<file path="src/rtl/prio_bus_arbiter.sv">
module prio_bus_arbiter #(
  parameter int NM         = 16,
  parameter int RW         = 32,
  parameter int PARK_CODES = 4
) (
  input  logic          clk,
  input  logic          rst,
  input  logic          reg_we,
  input  logic [1:0]    reg_addr,
  input  logic [RW-1:0] reg_wdata,
  output logic [RW-1:0] reg_rdata,
  input  logic [NM-1:0] req,
  output logic [NM-1:0] gnt,
  input  logic          ts,
  input  logic          dbusy,
  output logic          dbg
);
  localparam int SW    = $clog2(NM);
  localparam int TBITS = NM * SW;

  function automatic logic [TBITS-1:0] tbl_init();
    logic [TBITS-1:0] t;
    for (int i = 0; i < NM; i++) t[TBITS-1-i*SW -: SW] = SW'(i);
    return t;
  endfunction

  localparam logic [TBITS-1:0] TBL_RST = tbl_init();

  logic [SW-1:0]    park_q;
  logic             dgd_q;
  logic [RW-1:0]    tab1_q, tab2_q;
  logic             ts_q;
  logic [NM-1:0]    pick, park_vec;
  logic [TBITS-1:0] tbl;
  logic             hold;

  assign tbl      = {tab1_q, tab2_q};
  assign hold     = |(gnt & req);
  assign park_vec = (int'(park_q) < PARK_CODES) ? ({{(NM-1){1'b0}}, 1'b1} << park_q) : '0;
  assign dbg      = (dgd_q ? ts_q : ts) & ~dbusy;

  always_comb begin
    logic found;
    logic [SW-1:0] s;
    pick  = '0;
    found = 1'b0;
    for (int i = 0; i < NM; i++) begin
      s = tbl[TBITS-1-i*SW -: SW];
      if (!found && req[s]) begin
        pick[s] = 1'b1;
        found   = 1'b1;
      end
    end
  end

  always_comb begin
    case (reg_addr)
      2'd0:    reg_rdata = RW'({dgd_q, park_q});
      2'd1:    reg_rdata = tab1_q;
      2'd2:    reg_rdata = tab2_q;
      default: reg_rdata = '0;
    endcase
  end

  always_ff @(posedge clk or posedge rst) begin
    if (rst) begin
      park_q <= SW'(2);
      dgd_q  <= 1'b0;
      tab1_q <= TBL_RST[TBITS-1 -: RW];
      tab2_q <= TBL_RST[RW-1:0];
    end else if (reg_we) begin
      case (reg_addr)
        2'd0: begin
          park_q <= reg_wdata[SW-1:0];
          dgd_q  <= reg_wdata[SW];
        end
        2'd1:    tab1_q <= reg_wdata;
        2'd2:    tab2_q <= reg_wdata;
        default: ;
      endcase
    end
  end

  always_ff @(posedge clk or posedge rst) begin
    if (rst) begin
      gnt  <= '0;
      ts_q <= 1'b0;
    end else begin
      ts_q <= ts;
      if (hold)      gnt <= gnt;
      else if (|req) gnt <= pick;
      else           gnt <= park_vec;
    end
  end
endmodule


</file>
<file path="config.mk">
export PLATFORM = sky130hd
export DESIGN_NAME = prio_bus_arbiter
export DESIGN_NICKNAME = d
export VERILOG_FILES = /design/src/rtl/prio_bus_arbiter.sv
export SDC_FILE = /design/constraint.sdc
export NUM_CORES = 1
export LEC_CHECK = 0
export ABC_AREA = 1
export CAP_MARGIN = 20
export CORE_MARGIN = 5
export CORE_UTILIZATION = 45
export DETAILED_ROUTE_END_ITERATION = 8
export PLACE_DENSITY = 0.78
export SETUP_SLACK_MARGIN = 0.05
export SLEW_MARGIN = 20
export SYNTH_ARGS = -nofsm -noshare
export SYNTH_HDL_FRONTEND = slang
export SYNTH_SLANG_ARGS = --single-unit
</file>
<file path="constraint.sdc">
create_clock -name clk -period 2.55 [get_ports clk]
set_input_delay 0.255 -clock clk [delete_from_list [all_inputs] [get_ports clk]]
set_output_delay 0.255 -clock clk [all_outputs]
set_load 0.02 [all_outputs]
</file>
; Word-level counts from Yosys, hierarchy flattened
; Index checks and enable logic that the tools add are counted.
[op_classes]
shift = 1
bitwise_logic = 18
magnitude_cmp = 33
mux = 99
reduce_logical = 52
n_eq_ne = 2
[op_table]
columns = op, count
row1 = $mux 16, 18
row2 = $or 16x16->16, 15
row3 = $pmux 32 s3, 1
row4 = $lt 4x5->1 const B, 16
row5 = $bmux 1 s4, 16
row6 = $demux 1 s4, 16
row7 = $ge 4x1->1 const B, 16
row8 = $mux 1, 48
row9 = $reduce_or 16->1, 2
row10 = $logic_and 1x1->1, 31
row11 = $and 16x16->16, 1
row12 = $shl 1x4->16 const A, 1
row13 = $logic_not 1->1, 15
row14 = $reduce_and 2->1, 3
row15 = $lt 4x3->1 const B, 1
row16 = $eq 2x1->1 const B, 1
row17 = $eq 2x2->1 const B, 1
row18 = $logic_not 2->1, 1
row19 = $and 1x1->1, 1
row20 = $not 1->1, 1
[word_totals]
elab_cells = 211
register_bits = 86
output_inout_bits = 49
in_bits = 55

; Depth between registers and ports, before layout
; Gate-level depths: netlist of the first run.
[depth]
word_depth = 49
depth_mapped = 26
depth_no_buf = 23

; Least setup slack after synthesis of the first run
; Ideal clock, no wire load.
[synth_timing]
path_type = register -> register
start = register tab1_q[24]
end = register gnt[9]
required_time_ns = 2.484
path_slack_ns = -0.050
n_path_buf = 2
setup_time_ns = 0.066
period_less_slack_ns = 2.600
stages_incl_launch_ff = 23
t_arrival_ns = 2.535
path_cell_list = dfstp_2 > inv_2 > buf_6 > nand2_1 > nand2_1 > nand2_1 > nand2_1 > nand2_1 > nand2_1 > nor2_4 > nand2_4 > nor2_8 > nand4_4 > nor2_4 > nand4_4 > nor2_8 > nand4_4 > nor2_4 > buf_6 > nand3_1 > nand3_1 > nand2_1 > nand2_1
[synth_via]
elab_chain_cells = 47
elab_cells_between_ends = 81
cone_classes = order compare (2) / mux (34) / bitwise (15) / reduce/logical (30)
[synth_rtl]
columns = element, line_no
row1 = start: declaration, 31  ; logic [RW-1:0] tab1_q, tab2_q;
row2 = start signal: assignment, 69  ; tab1_q <= TBL_RST[TBITS-1 -: RW];
row3 = start signal: assignment, 77  ; 2'd1: tab1_q <= reg_wdata;
row4 = branches (longest 45 deep; another with $lt 4x5->1), n/a
row5 = $mux 16 (*), 49  ; if (!found && req[s]) begin
row6 = $mux 16 (*), 91  ; else if (|req) gnt <= pick;
row7 = end signal: assignment, 90  ; if (hold) gnt <= gnt;
row8 = end signal: assignment, 91
row9 = end signal: assignment, 92  ; else gnt <= park_vec;
row10 = end: declaration, 13  ; output logic [NM-1:0] gnt,
; Every way passes the cells marked *. The select of a mux whose other input is x is not followed.
; A chain may end at the register's enable or synchronous reset.

; Final worst setup path of the first run
[layout_timing]
start = register tab1_q[17]
end = register gnt[4]
[layout_via]
elab_chain_cells = 41
elab_cells_between_ends = 71
cone_classes = order compare (2) / mux (30) / bitwise (13) / reduce/logical (26)
[layout_rtl]
columns = element, line_no
row1 = branches (longest 39 deep; another with $lt 4x5->1), n/a
row2 = $mux 16 (*), 49
row3 = $mux 16 (*), 91
; Marked as above.

==> results of run 1 <==
-- registers in the layout, indices dropped and copies added (netlist names) --
name and count:
park_q 4, gnt 16, tab2_q 32, dgd_q 1, ts_q 1, tab1_q 32
-- worst reg2reg max path, stage by stage (launching register included) --
cell     delay (ns)
dfstp_2        0.59
inv_1          0.10
nor2_4         0.19
nand2_1        0.08
o21ai_0        0.09
o21ai_1        0.10
nand2_1        0.11
inv_1          0.06
nand2_2        0.11
nand4_4        0.16
nor2_4         0.17
nand4_4        0.11
buf_6          0.15
nor4_4         0.42
nand2_2        0.15
buf_8          0.18
nor2_4         0.10
nor2_1         0.06
nand3_1        0.07
nand2_1        0.05
nand2_1        0.10
-- routing by layer --
layer	vias to the layer above	wire length (um)	GRT usage [%]
met4	0	2580	16.6
met2	929	19700	55.6
met3	148	5970	8.33
met1	6039	18800	53.7
li1	6135	-	-
met5	-	0	0
-- area by class of cell --
class                      count  share of cell area (%)
clock buffer                   9                    1.70
sequential                    86                    16.6
multi-input combinational   1295                    47.2
timing repair buffer         394                    25.6
clock inverter                 7                   0.652
tap                          270                    2.55
inverter                     198                    5.68
antenna                        1                  0.0189
-- cell usage in the layout, fill, tap and decap left out, types with 3 or more instances in the layout --
master             n
nand2_1          453
nor2_1           288
buf_4            274
inv_1            184
nand3_1          148
o21ai_0          104
clkdlybuf4s50_1  101
nand4_1           72
o22ai_1           67
dfrtp_1           52
dfstp_2           33
o221ai_1          29
a22oi_1           25
nor2_2            23
nor3_1            18
nor2_4            14
o21ai_1           13
buf_12            13
clkbuf_16          9
nand3_2            8
nand2_2            7
inv_2              6
a22o_1             5
a221oi_1           5
clkinv_1           4
nor2_8             3
nand4_4            3
clkinv_8           3
buf_6              3
-- stage by stage --
step | cells | worst slack [ns] | TNS, ns | hold WS, ns | util (%)
6_report | 2260 | -0.670 | -10.06 | 0.182 | 65.0
5_1_grt | 2260 | -0.838 | -12.26 | 0.214 | 65.0
4_1_cts | 2251 | -0.508 | -7.67 | 0.189 | 64.1
3_5_place_dp | 2224 | -0.981 | -14.58 | 0.503 | 61.8
3_3_place_gp | 2224 | -0.974 | -13.64 | 0.493 | 61.8
2_1_floorplan | 1656 | -0.0416 | -0.380 | 0.286 | -
-- power breakdown --
part	switching (W)	total, W	internal, W
combinational	0.00266	0.00433	0.00166
clock	0.000688	0.00139	0.000702
sequential	0.000283	0.00189	0.00161
total	0.00363	0.00761	0.00397
-- cell families (layout without fill, tap and decap cells) --
| group | Yosys count | after routing | synth area share [%] |
|---|---|---|---|
| AND/OR/NAND/NOR | 1043 | 1043 | 48.0 |
| buffers and inverters | 275 | 608 | 11.9 |
| AO/OA/AOI/OAI | 251 | 251 | 16.6 |
| flip-flops | 86 | 86 | 23.4 |
| multiplexers | 1 | 1 | 0.107 |
| other | 0 | 1 | 0 |
-- final timing paths --
kind,start,depth (start not counted),slack [ns],to
max in group asynchronous,rst,3,1.59,tab2_q[19]
setup / recovery,tab1_q[17],20,-0.67,gnt[4]
hold reg to reg,gnt[8],2,0.52,gnt[8]
setup reg to reg,tab1_q[17],20,-0.67,gnt[4]
hold / removal,rst,2,0.18,tab2_q[29]
min in group clk,ts,1,0.36,ts_q
-- timing repair --
item	in CTS	in global routing
setup endpoints to repair	16	16
pin swaps	8	19
gates cloned	1	0
buffers inserted	10	8
resized for setup	26	38
==> results.py, run 1 <==
metrics = {
    "status": {
        "status": "finished, violations left",
        "violations": "negative setup slack",
    },
    "sta": {
        "worstMarginPinSlew_ns": 0.923,
        "rsz0062_at_grt": "yes",
        "fin_worst_skew_ns": 0.0184,
        "hold_viol": 0,
        "timing.final.ws_setup_ns": -0.670,
        "post-route-period-util_pct": 126,
        "maxSlewHeadroom_pct": 38.3,
        "fmax_mhz": 311,
        "slew_viol_final": 0,
        "finalSetupViolations": 16,
        "period_minus_slack_ns": 3.22,
    },
    "worst_setup_path": {
        "worstPathArrival_ns": 3.52,
        "start_kind": "register",
        "crit_required_ns": 2.85,
        "crit_fanout": 6,
        "critPathMostFrequentCell": "nand2_1",
        "crit_chain": "inv_1, nor2_4, nand2_1, o21ai_0, o21ai_1, nand2_1, inv_1, nand2_2, nand4_4, nor2_4, nand4_4, buf_6, nor4_4, nand2_2, buf_8, nor2_4, nor2_1, nand3_1, nand2_1, nand2_1",
        "crit_type": "register to register",
        "path_buf_inv": 4,
        "critPathTopFamily": "simple AND/OR/NAND/NOR gates",
        "critPathMaxStageDelay_ns": 0.59,
        "cpMaxStageDelayCell": "dfstp_2",
        "endpoint_kind": "register",
    },
    "floorplanning": {
        "coreArea_sq_mm": 0.0204,
        "rows": 52,
        "die_area_sq_mm": 0.0238,
        "die_x_um": 154,
        "pin_count": 104,
        "dieHeight_um": 154,
        "start_util_pct": 46.0,
    },
    "clock_tree": {
        "htree_levels": 3,
        "clk_path_buf_depth": 2,
        "cts-buffers-inserted": 9,
        "cts_root_buffer": "clkbuf_16",
        "cts_tree": "done",
        "clkLatencyLatePin_ns": 0.37,
        "clk_pin_slew_ns": 0.08,
        "hold_buffers": 0,
        "cts_sinks": 86,
    },
    "detailed_routing": {
        "wl_um": 47100,
        "drtPass1Iterations": 6,
        "via_per_inst": 5.86,
        "vias": 13300,
        "drc": 0,
        "drt_iter0_drc": 2165,
        "wl_per_cell_um": 20.8,
        "final_antenna_net_count": 0,
    },
    "synthesis": {
        "yosysUniqueCellTypes": 35,
        "yosys-top-cells-count": "nand2_1, nor2_1, inv_1",
        "yosysMostFrequentCell": "nand2_1",
        "synth-edff-count": 0,
        "yosysTopAreaCellShare_pct": 18.4,
        "synth_top_cell_by_area": "nand2_1",
        "syn_area_sq_mm": 0.00937,
        "synth.avg_cell_area_sq_um": 5.66,
        "synth-async-reset-ratio_pct": 100,
        "ys_ff_latch": 86,
        "ys.flop_type": "dfrtp_1",
        "synth.top_cells.by_area": "nand2_1, dfrtp_1, nor2_1, dfstp_2, nand3_1",
        "ys_warn_count": 0,
        "syn_nets": 1711,
        "syn_inst": 1656,
        "seq_area_frac_synth_pct": 23.4,
    },
    "global_route": {
        "gr-usage-all-layers_pct": 38.0,
        "antenna_found_initial": 1,
        "grt_pass1_wl_um": 70200,
        "grt_max_degree": 65,
        "grt-ovfl-total": 0,
        "grt_pass1_vias": 11800,
    },
    "power_and_ir_drop": {
        "ir_drop_mv": 0.384,
        "power_density_mw_per_mm2": 575,
        "p_leak_nw": 6.45,
        "power_w": 0.00761,
    },
    "cells_and_area": {
        "drive_above_1_share_pct": 20.8,
        "fin_nets": 2039,
        "multi_input_area_sq_mm": 0.00625,
        "stdcell_area_sq_mm": 0.0132,
        "fillCellCount": 1913,
        "area_growth_pct": 41.3,
        "seq_area_sq_mm": 0.00219,
    },
    "worst_hold_path": {
        "hold_class": "primary input to asynchronous set/reset pin",
    },
    "placement": {
        "gp_routability_congestion": 1.08,
        "hpwl_um": 37800,
        "post_dp_cell_area_sq_mm": 0.0126,
        "portBuffers": 103,
    },
    "flow_run": {
        "maxCapViolCount": 0,
    },
}
Note: power is estimated with default switching activity, not from simulation.
==> run 2: changes to the inputs <==
CTS_CLUSTER_DIAMETER = 50   (was unset)
==> results of run 2 <==
Final layout, timing and power as in run 1 (identical DEF).
